## src/rtl/lpd_rst_regs.sv

```systemverilog
module lpd_rst_regs #(
  parameter int N_DMA    = 8,
  parameter int N_PERIPH = 14
) (
  input  logic                clk,
  input  logic                rst_n,
  input  logic                bus_we,
  input  logic [7:0]          bus_addr,
  input  logic [31:0]         bus_wdata,
  output logic [31:0]         bus_rdata,
  input  logic                fault_in,
  output logic                irq_o,
  output logic [1:0]          core_rst_o,
  output logic [1:0]          core_pulse_o,
  output logic [N_DMA-1:0]    dma_rst_o,
  output logic [N_DMA-1:0]    dma_pulse_o,
  output logic [N_PERIPH-1:0] periph_rst_o,
  output logic [N_PERIPH-1:0] periph_pulse_o,
  output logic [3:0]          tmr_rst_o,
  output logic [7:0]          dbg_rst_o,
  output logic [1:0]          fpd_rst_o
);
  localparam logic [5:0] IX_STAT = 6'd0;
  localparam logic [5:0] IX_MASK = 6'd1;
  localparam logic [5:0] IX_EN   = 6'd2;
  localparam logic [5:0] IX_DIS  = 6'd3;
  localparam logic [5:0] IX_CORE = 6'd4;
  localparam logic [5:0] IX_DMA  = 6'd5;
  localparam int         IX_PER0 = 8;
  localparam logic [5:0] IX_TMR  = 6'd24;
  localparam logic [5:0] IX_DBG  = 6'd25;
  localparam logic [5:0] IX_FPD  = 6'd26;
  localparam logic [4:0] CORE_KEEP = 5'h17;
  localparam logic [7:0] DBG_KEEP  = 8'h33;

  logic       aligned, wr_ok;
  logic [5:0] widx;
  logic       stat_q, mask_q, dma_q, dma_pulse_q;
  logic [4:0] core_q;
  logic [1:0] core_pulse_q;
  logic [3:0] tmr_q;
  logic [7:0] dbg_q;
  logic [1:0] fpd_q;
  logic [N_PERIPH-1:0] per_q, per_pulse_q;
  logic       unused_wdata;

  assign aligned      = (bus_addr[1:0] == 2'b00);
  assign widx         = bus_addr[7:2];
  assign wr_ok        = bus_we & aligned;
  assign unused_wdata = ^bus_wdata[31:8];

  always_ff @(posedge clk or negedge rst_n)
    if (!rst_n) stat_q <= 1'b0;
    else        stat_q <= fault_in | (stat_q & ~(wr_ok && widx == IX_STAT && bus_wdata[0]));

  AST_FAULT_SETS: assert property (@(posedge clk) disable iff (!rst_n)
    fault_in |=> stat_q);
  AST_W1C_CLEARS: assert property (@(posedge clk) disable iff (!rst_n)
    (wr_ok && widx == IX_STAT && bus_wdata[0] && !fault_in) |=> !irq_o);

  always_ff @(posedge clk or negedge rst_n)
    if (!rst_n)                                         mask_q <= 1'b1;
    else if (wr_ok && widx == IX_EN  && bus_wdata[0])   mask_q <= 1'b0;
    else if (wr_ok && widx == IX_DIS && bus_wdata[0])   mask_q <= 1'b1;

  AST_MASK_RO: assert property (@(posedge clk) disable iff (!rst_n)
    (wr_ok && widx == IX_MASK) |=> $stable(mask_q));
  AST_EN_CLEARS: assert property (@(posedge clk) disable iff (!rst_n)
    (wr_ok && widx == IX_EN && bus_wdata[0]) |=> !mask_q);
  AST_DIS_SETS: assert property (@(posedge clk) disable iff (!rst_n)
    (wr_ok && widx == IX_DIS && bus_wdata[0]) |=> mask_q);

  assign irq_o = stat_q & ~mask_q;

  always_ff @(posedge clk or negedge rst_n)
    if (!rst_n) begin
      core_q       <= CORE_KEEP;
      core_pulse_q <= 2'b00;
    end else begin
      core_pulse_q <= 2'b00;
      if (wr_ok && widx == IX_CORE) begin
        core_q       <= bus_wdata[4:0] & CORE_KEEP;
        core_pulse_q <= bus_wdata[1:0] ^ core_q[1:0];
      end
    end

  assign core_rst_o   = core_q[1:0];
  assign core_pulse_o = core_pulse_q;

  for (genvar c = 0; c < 2; c++) begin : g_core_chk
    AST_CORE_PULSE_EDGE: assert property (@(posedge clk) disable iff (!rst_n)
      core_pulse_o[c] |-> (core_rst_o[c] != $past(core_rst_o[c])));
  end

  always_ff @(posedge clk or negedge rst_n)
    if (!rst_n) begin
      dma_q       <= 1'b1;
      dma_pulse_q <= 1'b0;
    end else begin
      dma_pulse_q <= wr_ok && widx == IX_DMA && (bus_wdata[0] != dma_q);
      if (wr_ok && widx == IX_DMA) dma_q <= bus_wdata[0];
    end

  assign dma_rst_o   = {N_DMA{dma_q}};
  assign dma_pulse_o = {N_DMA{dma_pulse_q}};

  AST_DMA_PULSE_EDGE: assert property (@(posedge clk) disable iff (!rst_n)
    dma_pulse_o[0] |-> (dma_rst_o[N_DMA-1] != $past(dma_rst_o[N_DMA-1])));

  for (genvar g = 0; g < N_PERIPH; g++) begin : g_per
    localparam logic [5:0] IX = 6'(IX_PER0 + g);
    logic hit;
    assign hit = wr_ok && widx == IX;

    always_ff @(posedge clk or negedge rst_n)
      if (!rst_n) begin
        per_q[g]       <= 1'b1;
        per_pulse_q[g] <= 1'b0;
      end else begin
        per_pulse_q[g] <= hit && (bus_wdata[0] != per_q[g]);
        if (hit) per_q[g] <= bus_wdata[0];
      end

    AST_PER_PULSE_EDGE: assert property (@(posedge clk) disable iff (!rst_n)
      periph_pulse_o[g] |-> (periph_rst_o[g] != $past(periph_rst_o[g])));
    AST_PER_SAME_QUIET: assert property (@(posedge clk) disable iff (!rst_n)
      (hit && bus_wdata[0] == periph_rst_o[g]) |=> !periph_pulse_o[g]);
  end

  assign periph_rst_o   = per_q;
  assign periph_pulse_o = per_pulse_q;

  always_ff @(posedge clk or negedge rst_n)
    if (!rst_n) begin
      tmr_q <= 4'hF;
      dbg_q <= DBG_KEEP;
      fpd_q <= 2'b11;
    end else if (wr_ok) begin
      if (widx == IX_TMR) tmr_q <= bus_wdata[3:0];
      if (widx == IX_DBG) dbg_q <= bus_wdata[7:0] & DBG_KEEP;
      if (widx == IX_FPD) fpd_q <= bus_wdata[1:0];
    end

  assign tmr_rst_o = tmr_q;
  assign dbg_rst_o = dbg_q;
  assign fpd_rst_o = fpd_q;

  AST_DBG_RSVD: assert property (@(posedge clk) disable iff (!rst_n)
    (dbg_rst_o & ~DBG_KEEP) == 8'h00);

  always_comb begin
    bus_rdata = 32'h0;
    if (aligned) begin
      unique case (widx)
        IX_STAT: bus_rdata[0]   = stat_q;
        IX_MASK: bus_rdata[0]   = mask_q;
        IX_CORE: bus_rdata[4:0] = core_q;
        IX_DMA:  bus_rdata[0]   = dma_q;
        IX_TMR:  bus_rdata[3:0] = tmr_q;
        IX_DBG:  bus_rdata[7:0] = dbg_q;
        IX_FPD:  bus_rdata[1:0] = fpd_q;
        default:
          for (int i = 0; i < N_PERIPH; i++)
            if (widx == 6'(IX_PER0 + i)) bus_rdata[0] = per_q[i];
      endcase
    end
  end

  AST_MISALIGNED_ZERO: assert property (@(posedge clk) disable iff (!rst_n)
    !aligned |-> (bus_rdata == 32'h0));
  AST_MISALIGNED_NOWRITE: assert property (@(posedge clk) disable iff (!rst_n)
    (bus_we && !aligned && !fault_in) |=> ($stable(core_rst_o) && $stable(periph_rst_o) && $stable(irq_o)));
endmodule

```

## config.mk

```make
export PLATFORM = sky130hd
export DESIGN_NAME = lpd_rst_regs
export DESIGN_NICKNAME = d
export VERILOG_FILES = /design/src/rtl/lpd_rst_regs.sv
export SDC_FILE = /design/constraint.sdc
export NUM_CORES = 1
export LEC_CHECK = 0
export BUFFER_PORTS_ARGS = -buffer_cell sky130_fd_sc_hd__clkbuf_2
export CORE_MARGIN = 2
export CORE_UTILIZATION = 46
export DETAILED_ROUTE_END_ITERATION = 10
export HOLD_SLACK_MARGIN = 0.12
export PLACE_DENSITY = 0.8
export SLEW_MARGIN = 20
export SYNTH_ARGS = -nofsm -noshare
export SYNTH_HDL_FRONTEND = slang
export SYNTH_SLANG_ARGS = --single-unit
export TNS_END_PERCENT = 100
```

## constraint.sdc

```tcl
create_clock -name clk -period 3 [get_ports clk]
set_input_delay 0.75 -clock clk [delete_from_list [all_inputs] [get_ports clk]]
set_output_delay 0.75 -clock clk [all_outputs]
set_load 0.005 [all_outputs]
```

==> run summary, run 1 <==
Clock tree sinks: 48
Area share of fa/ha/maj cells after synthesis: 0
Count of buffer and inverter cells on the critical path: 2
Family with the most delay on the worst path: compound AO/OA/AOI/OAI gates
Cell seen most often among critical-path stages: clkbuf_2
Worst Tran Pin Value: 0.964 ns
Vias post-DR: 2035
Mux cell area share after synthesis: 0.149
Main combinational cell family by area after synthesis: simple AND/OR/NAND/NOR gates
PD cells: 393 nW/um^2
Synthesized area per cell: 10.7 um^2
Async set or reset register ratio after synthesis: 1.00
Area taken by multi-input logic gates: 1290 um^2
Complex-gate fraction of the synthesized area: 0.0475
Area growth, synth to finish: 13.7%
Clock skew: 0.00131 ns
Leading cell types in the layout, fill and taps excluded: 81 x clkbuf_2, 32 x mux2_2, 30 x conb_1, 30 x dfstp_2, 24 x nor2_1
Primary flip-flop cell chosen by synthesis mapping: dfstp_2
Category of the most critical setup path: input port to primary output
Iteration count of the initial detailed-routing pass: 5
Setup TNS: 0 ns
Number of antenna violations at the first check in global routing: 0
Cell Chain, Critical Path: clkbuf_2 > or4bb_1 > a31oi_1 > o211ai_1 > o311ai_0 > a21oi_1 > clkbuf_2
Register cell area after layout: 1240 um^2
Switching part of the total power: 0.250
Total clock buffers created by CTS: 5
Initial core utilization: 0.478
Die outline area: 6830 um^2
Standard cell with the maximum stage delay on the critical path: or4bb_1
Clock latency of the later-clocked register in the worst-skew pair: 0.29 ns
IO Pins: 139
Final critical path time including I/O delays and setup: 2.90 ns
Number of routed nets with antenna violations: 0
Antenna diode count: 0
Clock Pin Slew Worst Setup and Hold Paths: 0.08 ns
Worst EP required: 2.25 ns
Via count of the first global-routing pass: 1856
Placement Rows: 28
Count of max-cap constraint violations: 0
Die height: 82.6 um
Largest net degree at the start of global routing: 41
Max transition margin: 0.357
Violation count after the first detailed-route iteration: 84
Post-synthesis instance area: 2840 um^2
Routed wire length per instance: 13.4 um
Cell-internal power: 0.952 mW
Post-synthesis cell type count: 49
CTS max path bufs: 2
Port Buffers: 82
Leftover overflow at the end of global routing: 0
Total length of routed wires: 5.55 mm
Number of buffers inserted to repair setup after CTS: 0
Detailed Place HPWL: 4.34 mm
Kind of start point of the critical path: input port
Most common library cell in the layout ignoring fill and taps: clkbuf_2
Clock tree from TritonCTS: yes
Share of power burned in combinational logic: 0.138
Critical Path Fanout Max: 13
Area fraction in and, or, nand and nor cells after synthesis: 0.163
First-pass GRT wire length: 8.88 mm
Drt drc: 0
Post-synth EDFFs: 0
Static leakage: 1.55 nW
Pre-CTS setup slack: 0.104 ns
Synthesis-stage register bit count: 48
DIE WIDTH: 82.6 um
Crit path arrival time: 2.15 ns
Final period util: 0.965
Gate Count Post-Synth: 266
Cell at the root of the clock tree: clkbuf_8
Hold crit path type: flip-flop to flip-flop
Synthesis Warnings: 0
Final weighted congestion in routability-driven placement: 0.834
Xor/xnor cell area share of the yosys netlist: 0.0524
Number of endpoints failing setup at the final stage: 0
Pins over their slew limit: 0
Final Worst Setup Slack: 0.105 ns
Highest Clock Rate: 345 MHz
Unrepaired setup endpoints after global routing: false
Worst path max stage delay: 0.53 ns
Ratio of cells with drive above 1 in the final layout: 0.516
Standard cell core area: 5960 um^2
Routed vias/inst: 4.92
Net load switching power: 0.317 mW
Count of final hold-check violations: 0
Fillers: 526
Status: finished clean
Largest vdd supply drop: 0.252 mV
CP Capture Type: primary output
Power share of the sequential group: 0.554
Total routing resource utilization after global routing: 0.170
H-Tree Level Count: 2
Clock network fraction of total power: 0.308
Number of nets in the finished design: 382
Sequential-to-total area share from yosys stat: 0.436
per-stage QoR:
step / cells / hold slack [ns] / area (um^2) / utilization / power [mW]
2_1_floorplan: 295 / 0.454 / 2950 / - / 0.849
6_report: 414 / 0.518 / 3230 / 0.543 / 1.27
3_5_place_dp: 406 / 0.498 / 3140 / 0.527 / 0.891
5_1_grt: 414 / 0.547 / 3230 / 0.543 / 1.33
3_3_place_gp: 406 / 0.472 / 3140 / 0.527 / 0.886
4_1_cts: 414 / 0.520 / 3230 / 0.542 / 1.28
area by class of cell:
cell class	count	area share
multi-input cells	187	0.398
repair buffers	95	0.161
flip-flops and latches	48	0.383
clock buffers	8	0.0279
well taps	75	0.0290
inverters	1	0.00116
worst reg2reg max path, delay by kind of cell (launching register included):
family                    cells  cell delay (ns)
and+or+nand+nor               1             0.05
DFF                           1             0.65
xor gates and xnor gates      1             0.14
synthesized netlist by cell type, types with 2 or more instances:
cell type	n	area, um^2
and2_1	2	12.5
mux2_2	32	360
or4bb_1	2	22.5
nand2b_1	5	31.3
nor2b_1	3	18.8
a21oi_1	4	20.0
mux2i_1	4	40.0
buf_4	49	368
buf_2	5	25.0
dfstp_2	30	788
nor2_1	24	90.1
xnor2_1	16	140
dfrtp_1	18	450
nand3_1	2	10.0
nor3_1	10	50.1
clkbuf_1	2	7.51
o21ai_0	2	10.0
nand4_1	3	18.8
a2bb2oi_1	2	17.5
o211ai_1	2	15.0
nand2_1	16	60.1
nand3b_1	3	22.5
a22oi_1	2	15.0
and3_1	3	18.8
path summary, 6_finish.rpt:
path	startpoint	endpoint	slack [ns]	depth (start not counted)
min in group asynchronous	rst_n	dma_pulse_q	0.60	1
setup / recovery	bus_addr[3]	bus_rdata[0]	0.10	7
setup reg to reg	dma_q	dma_pulse_q	2.06	2
hold reg to reg	stat_q	stat_q	0.52	1
hold / removal	stat_q	stat_q	0.52	1
max in group asynchronous	rst_n	periph_rst_o[12]	1.67	2
power by group through the flow:
stage,clock network [mW],logic (mW),registers (mW)
2_1_floorplan,0,0.137,0.712
3_3_place_gp,0,0.173,0.713
3_5_place_dp,0,0.176,0.715
4_1_cts,0.402,0.176,0.704
5_1_grt,0.427,0.199,0.708
6_report,0.391,0.176,0.703
registers in the layout (all words and copies together) (netlist names):
register,count
periph_pulse_o,14
stat_q,1
fpd_rst_o,2
periph_rst_o,14
dma_q,1
dbg_rst_o,4
core_pulse_o,2
tmr_rst_o,4
core_q,4
dma_pulse_q,1
mask_q,1
cell families (layout without fill, tap and decap cells):
logic type,Yosys count,after routing
compound gates,19,19
mux,37,37
flops,48,48
xor+xnor,17,17
buf+inv,60,104
other cells,1,30
simple gates,84,84
routing by layer:
| layer | track usage | up-vias | part of all wire |
|---|---|---|---|
| met2 | 0.293 | 103 | 0.49 |
| li1 | - | 972 | - |
| met1 | 0.210 | 954 | 0.41 |
| met3 | 0.0489 | 6 | 0.092 |
| met4 | 0.0443 | 0 | 0.0085 |
| met5 | 0 | - | 0 |
timing repair:
| item | CTS | global route |
|---|---|---|
| gates resized for setup | 0 | 2 |
| setup endpoints to repair | 0 | 1 |
| hold buffers | 0 | 0 |
| hold endpoints to repair | 0 | 0 |
Power figures use the tool's default switching activity.
==> run 2: changes to the inputs <==
Settings changed: ABC_AREA from default to 1, SETUP_SLACK_MARGIN from default to 0.02, SLEW_MARGIN 20 to 10.
==> run 2 against run 1 <==
Against the previous run: setup slack improved by 0.0076 ns; hold slack got worse by 0.022 ns; design area increased by 3.6%; clock skew decreased by 0.00082 ns; non-clock buffer count decreased by 2; critical path type unchanged; highest routed layer unchanged.
==> run summary, run 2 <==
H-Tree Level Count: 2 (unchanged)
Reg2reg path depth: 2 (unchanged)
Top area cells in the synthesized netlist: dfstp_2 28%, dfrtp_1 16%, buf_4 13%
Post-synthesis instance area: 2850 um^2 (about the same)
Total length of routed wires: 6.07 mm (+9.5%)
Number of antenna violations at the first check in global routing: 0 (unchanged)
Worst EP required: 2.25 ns (about the same)
Placement Rows: 28 (unchanged)
Setup TNS: 0 ns (unchanged)
PD cells: 412 nW/um^2 (+5.0%)
Total chip power: 1.38 mW (+8.8%)
Post-layout instance count excluding filler cells: 501 (+21%)
Number of nets in the finished design: 469 (+23%)
Via count of the first global-routing pass: 2106 (+13%)
IO Pins: 139 (unchanged)
Total routing resource utilization after global routing: 0.186 (+0.0155)
Sequential-to-total area share from yosys stat: 0.435 (about the same)
Clock latency of the later-clocked register in the worst-skew pair: 0.29 ns (about the same)
Cell-internal power: 1.04 mW (+9.5%)
Number of instances on the worst hold path: 2 (+1)
Most common library cell in the layout ignoring fill and taps: nand2_1
Clock tree from TritonCTS: yes
Gate Count Post-Synth: 350 (+32%)
Static leakage: 1.65 nW (+6.8%)
Leading cell types in the layout, fill and taps excluded: 88 x nand2_1, 78 x clkbuf_2, 30 x conb_1, 30 x dfstp_2, 26 x o21ai_0
Number of placed instances with taps included: 486 (+20%)
CP Capture Type: primary output
Synthesis Warnings: 0 (unchanged)
Most common cell in the netlist: nand2_1
Area growth, synth to finish: 17.7%
Max transition margin: 0.370 (+0.0125)
Switching part of the total power: 0.245 (-0.00481)
Synthesis-stage register bit count: 48 (unchanged)
Worst Tran Pin Value: 0.945 ns (-0.0198 ns)
Drt drc: 0 (unchanged)
Standard cell with the maximum stage delay on the critical path: nor2_1
Ratio of cells with drive above 1 in the final layout: 0.418 (-0.0984)
Die height: 82.7 um (about the same)
Dpl cell area: 3110 um^2 (-1.1%)
Reg2Reg Setup Slack: 2.03 ns (-0.03 ns)
Highest Clock Rate: 346 MHz (+0.26%)
Cell Chain, Critical Path: clkbuf_2 > nor2_1 > inv_1 > nor2_2 > inv_1 > nor2_1 > a21oi_1 > nand4_1 > nand2_1 > a21oi_2 > buf_2
Worst path max stage delay: 0.18 ns (-0.35 ns)
Pre-CTS setup slack: 0.0818 ns (-0.0219 ns)
Power share of the sequential group: 0.510 (-0.044)
Pins over their slew limit: 0 (unchanged)
DIE WIDTH: 82.7 um (about the same)
Vias post-DR: 2364 (+16%)
Clock tree sinks: 48 (unchanged)
Final critical path time including I/O delays and setup: 2.89 ns (-0.00758 ns)
Primary flip-flop cell chosen by synthesis mapping: dfstp_2
Number of routed nets with antenna violations: 0 (unchanged)
Post-synthesis cell type with the largest combined area: dfstp_2
Net load switching power: 0.339 mW (+6.7%)
Initial core utilization: 0.478 (about the same)
Fraction of post-synthesis cell area in the top cell type by area: 0.277 (about the same)
Hold_ws: 0.497 ns (-0.0217 ns)
Iteration count of the initial detailed-routing pass: 4 (-1)
Category of the most critical setup path: input port to primary output
Synthesized area per cell: 8.13 um^2 (-24%)
Number of endpoints failing setup at the final stage: 0 (unchanged)
Clock Pin Slew Worst Setup and Hold Paths: 0.09 ns (about the same)
Status: finished clean
Routed vias/inst: 4.72 (-4.0%)
Clock network fraction of total power: 0.367 (+0.059)
Largest net degree at the start of global routing: 49 (+20%)
Detailed Place HPWL: 4.43 mm (+2.1%)
Total clock buffers created by CTS: 5 (unchanged)
Critical Path Fanout Max: 5 (-8)
Die outline area: 6830 um^2 (about the same)
Count of max-cap constraint violations: 0 (unchanged)
Final weighted congestion in routability-driven placement: 0.906 (+8.6%)
Leftover overflow at the end of global routing: 0 (unchanged)
Kind of start point of the critical path: input port
Post-synth EDFFs: 0 (unchanged)
Post-synthesis cell type count: 34 (-31%)
Final Worst Setup Slack: 0.112 ns (+0.00758 ns)
Most frequent cells after synthesis: 91 x nand2_1, 48 x buf_4, 30 x dfstp_2
Hold wc startpoint: core_q[2]
Reg2reg start: dma_q
Total non-filler cell area in the finished layout: 3350 um^2 (+3.6%)
Crit path arrival time: 2.14 ns (about the same)
Violation count after the first detailed-route iteration: 169 (+100%)
Endpoint of the worst hold-timing path: core_q[2]
Count of final hold-check violations: 0 (unchanged)
CTS max path bufs: 2 (unchanged)
Hold crit path type: flip-flop to flip-flop
Cell at the root of the clock tree: clkbuf_8
First-pass GRT wire length: 9.76 mm (+9.9%)
Destination of the worst register-to-register timing path: dma_pulse_q
Final period util: 0.963 (-0.00253)
Largest vdd supply drop: 0.262 mV (+4.3%)
Hold-fix buffers, CTS: 0 (unchanged)
Async set or reset register ratio after synthesis: 1.00 (unchanged)
Clock skew: 0.000488 ns (-0.000817 ns)
Unrepaired setup endpoints after global routing: true
End-of-flow core utilization: 0.562 (+0.0193)
Port Buffers: 82 (unchanged)
Routed wire length per instance: 12.1 um (-9.5%)
Standard cell core area: 5960 um^2 (unchanged)
Antenna diode count: 0 (unchanged)
Share of power burned in combinational logic: 0.123 (-0.015)
-- run 2: changes by cell type after synthesis, sizes merged, moves of 5 or more --
cell,before,now
inv,1,31
o21ai,2,28
nor2,24,33
mux2,32,2
xnor2,16,1
nor3,11,5
a21oi,4,22
nand2b,5,0
or2,1,11
nand2,17,96
buf,56,49
-- run 2: how the worst max path moves through the flow --
stage,startpoint,to,cells after the start
floorplan,bus_addr[6],bus_rdata[0],13
global placement,bus_addr[2],bus_rdata[0],14
detailed placement,bus_addr[2],bus_rdata[0],14
CTS,bus_addr[2],bus_rdata[0],14
global route,bus_addr[3],bus_rdata[0],15
finish,bus_addr[4],bus_rdata[0],11
-- run 2: final cells by class --
| cell class | count | area [um^2] |
|---|---|---|
| Tap cell | 75 | 93.8 |
| Timing Repair Buffer | 93 | 520 |
| Sequential cell | 48 | 1240 |
| Inverter | 32 | 128 |
| Fill cell | 550 | 2610 |
| Clock buffer | 7 | 96.3 |
| Multi-Input combinational cell | 245 | 1240 |
| Clock inverter | 1 | 30.0 |
-- run 2: power by group through the flow --
stage / sequential, mW / clock, mW / combinational, mW
floorplan: 0.712 / 0 / 0.123
global placement: 0.713 / 0 / 0.152
detailed placement: 0.714 / 0 / 0.156
CTS: 0.704 / 0.522 / 0.157
global route: 0.708 / 0.550 / 0.194
finish: 0.704 / 0.507 / 0.170
-- run 2: timing repair --
item | 4_1_cts | 5_1_grt
gates resized for setup | 0 | 28
setup endpoints to repair | 0 | 1
setup buffers | 0 | 7
-- run 2: kinds of logic after synthesis --
logic type,count (synthesis),synth area share
and+or+nand+nor,155,0.262
buffers and inverters,86,0.179
AOI/OAI and AO/OA,57,0.109
DFF,48,0.435
muxes,2,0.0105
xor gates and xnor gates,1,0.00308
other,1,0.00132
-- run 2: routing by layer --
layer	GRT usage	part of all wire	routed length (um)	up-vias
met5	0	0	0	-
met4	0.0590	0.015	89	0
met3	0.0446	0.081	489	9
met2	0.309	0.48	2920	95
met1	0.239	0.42	2580	1081
li1	-	-	-	1179
-- run 2: critical path: cells and delay by family --
| kind | cells | cell delay, ns |
|---|---|---|
| buf+inv | 4 | 0.48 |
| simple gates | 5 | 0.67 |
| compound gates | 2 | 0.23 |
==> run 3: changes to the inputs <==
Settings changed: CORE_UTILIZATION 46 to 42, CTS_BUF_LIST from default to sky130_fd_sc_hd__clkbuf_16, PLACE_DENSITY 0.8 to 0.77, SLEW_MARGIN 10 to default.
Clock period 3 ns to 2.6 ns, I/O delays scaled along.
==> run 3 against run 2 <==
Against the previous run: highest routed layer unchanged; final cell count up 4.8%; global-route usage decreased by 0.62 points; combinational power grew 32%; the flow now finishes with violations (setup timing); design area grew 6.9%; hold slack worse by 0.12 ns; first-iteration DRC count down 2.4%; register-to-register slack lost 0.43 ns; count of clock-buffer cells in the layout shrank 2; total power rose by 20%; via count is 4.9% higher.
==> run summary, run 3 (same netlist as run 2, synthesis figures left out) <==
Antenna diode count: 0 (unchanged)
Initial core utilization: 0.426 (-0.0519)
CP Capture Type: primary output
Total chip power: 1.65 mW (+20%)
Leading cell types in the layout, fill and taps excluded: 88 x nand2_1, 74 x clkbuf_2, 30 x conb_1, 30 x dfstp_2, 28 x buf_4
Die outline area: 7450 um^2 (+9.1%)
Number of placed instances with taps included: 510 (+4.9%)
Final critical path time including I/O delays and setup: 2.65 ns
Dpl cell area: 3280 um^2 (+5.6%)
Hold_ws: 0.381 ns (-0.115 ns)
Setup TNS: -0.0458 ns (-0.0458 ns)
Clock latency of the later-clocked register in the worst-skew pair: 0.29 ns (about the same)
Via count of the first global-routing pass: 2290 (+8.7%)
Cell-internal power: 1.23 mW (+18%)
Highest Clock Rate: 378 MHz
Port Buffers: 82 (unchanged)
Static leakage: 1.76 nW (+6.7%)
Status: finished, violations left
Count of final hold-check violations: 0 (unchanged)
Drt drc: 0 (unchanged)
Number of endpoints failing setup at the final stage: 1 (+1)
Most common library cell in the layout ignoring fill and taps: nand2_1
Routed vias/inst: 4.73 (+0.15%)
Die height: 86.3 um (+4.4%)
Number of routed nets with antenna violations: 0 (unchanged)
Iteration count of the initial detailed-routing pass: 4 (unchanged)
Hold-fix buffers, CTS: 0 (unchanged)
Pins over their slew limit: 0 (unchanged)
Power share of the sequential group: 0.492 (-0.018)
Placement Rows: 30 (+7.1%)
Largest net degree at the start of global routing: 27 (-45%)
Clock tree from TritonCTS: yes
H-Tree Level Count: 2 (unchanged)
Clock tree sinks: 48 (unchanged)
Area taken by multi-input logic gates: 1270 um^2 (+2.3%)
Count of max-cap constraint violations: 0 (unchanged)
Final Worst Setup Slack: -0.0458 ns (-0.158 ns)
Largest vdd supply drop: 0.225 mV (-14%)
Critical Path Fanout Max: 4 (-1)
Hold crit path type: input port to async pin
Kind of start point of the critical path: input port
Total clock buffers created by CTS: 5 (unchanged)
Max transition margin: 0.477 (+0.107)
Crit path arrival time: 2.00 ns (-0.14 ns)
Area growth, synth to finish: 25.8%
CTS max path bufs: 2 (unchanged)
Clock skew: 0.00675 ns (+0.00627 ns)
DIE WIDTH: 86.3 um (+4.4%)
Clock Pin Slew Worst Setup and Hold Paths: 0.06 ns (-0.03 ns)
Final period util: 1.02
Total non-filler cell area in the finished layout: 3580 um^2 (+6.9%)
Destination of the worst register-to-register timing path: dma_pulse_q
Clock network fraction of total power: 0.372 (+0.005)
Violation count after the first detailed-route iteration: 165 (-2.4%)
Routed wire length per instance: 12.9 um (+6.1%)
Reg2reg path depth: 2 (unchanged)
Final weighted congestion in routability-driven placement: 0.885 (-2.2%)
Ratio of cells with drive above 1 in the final layout: 0.456 (+0.0383)
Total length of routed wires: 6.75 mm (+11%)
Worst EP required: 1.95 ns (-0.30 ns)
Cell at the root of the clock tree: clkbuf_16
Standard cell core area: 6680 um^2 (+12%)
PD cells: 462 nW/um^2 (+12%)
Violated checks: setup timing
Switching part of the total power: 0.257 (+0.0117)
Post-layout instance count excluding filler cells: 525 (+4.8%)
Pre-CTS setup slack: -0.0434 ns (-0.125 ns)
Number of nets in the finished design: 488 (+4.1%)
Leftover overflow at the end of global routing: 0 (unchanged)
IO Pins: 139 (unchanged)
Reg2Reg Setup Slack: 1.60 ns (-0.43 ns)
Number of antenna violations at the first check in global routing: 0 (unchanged)
Reg2reg start: dma_q
Register cell area after layout: 1240 um^2 (unchanged)
Worst Tran Pin Value: 0.784 ns (-0.161 ns)
Total routing resource utilization after global routing: 0.180 (-0.00616)
End-of-flow core utilization: 0.536 (-0.0263)
Vias post-DR: 2481 (+4.9%)
Net load switching power: 0.425 mW (+25%)
Detailed Place HPWL: 4.84 mm (+9.3%)
Category of the most critical setup path: input port to primary output
Fillers: 615 (+12%)
Share of power burned in combinational logic: 0.136 (+0.013)
Launching element of the worst setup path: bus_addr[3]
Unrepaired setup endpoints after global routing: true
First-pass GRT wire length: 10.7 mm (+9.9%)
-- run 3: changes by cell type in the layout (fill, tap and decap cells not counted), sizes merged --
cell    previous run  this run
clkinv             1         3
inv               31        32
bufinv             1         0
buf               15        38
clkbuf            85        79
-- run 3: area by class of cell --
type | count | share of cell area
well taps | 80 | 0.0279
clock inverters | 3 | 0.00314
repair buffers | 112 | 0.197
clock buffers | 5 | 0.0349
flip-flops and latches | 48 | 0.346
inverters | 32 | 0.0363
multi-input cells | 245 | 0.355
-- run 3: how the worst max path moves through the flow --
stage / slack, ns / end / cells after the start
2_1_floorplan: 0.34 / bus_rdata[0] / 13
3_3_place_gp: -0.06 / bus_rdata[0] / 15
3_5_place_dp: -0.04 / bus_rdata[0] / 15
4_1_cts: 0.0005 / bus_rdata[0] / 14
5_1_grt: -0.19 / bus_rdata[0] / 14
6_report: -0.05 / bus_rdata[0] / 14
-- run 3: power by group through the flow --
stage / logic [mW] / clock network [mW] / registers [mW]
after detailed placement: 0.201 / 0 / 0.825
after global routing: 0.250 / 0.660 / 0.817
after floorplan: 0.142 / 0 / 0.821
after CTS: 0.207 / 0.624 / 0.813
final: 0.224 / 0.615 / 0.814
after global placement: 0.196 / 0 / 0.823
-- run 3: layer usage --
metal  part of all wire  track usage
met1               0.40        0.219
met5                  0            0
met2               0.52        0.322
met3              0.067       0.0371
met4             0.0073       0.0469
-- run 3: timing repair --
| item | CTS | global route |
|---|---|---|
| pin swaps | 1 | 14 |
| setup endpoints to repair | 1 | 4 |
| gates cloned | 0 | 0 |
| buffers inserted | 2 | 5 |
| resized for setup | 5 | 41 |
-- run 3: critical path, cell delays in order --
cell and delay, ns:
buf_8 0.11, nor2_4 0.14, inv_4 0.06, nor2_4 0.14
nand3_2 0.11, inv_2 0.07, nand2_2 0.04, nand2_1 0.05
nand4_1 0.09, nor2_2 0.13, nand4_1 0.11, nand2_1 0.10
a21oi_2 0.06, buf_2 0.13
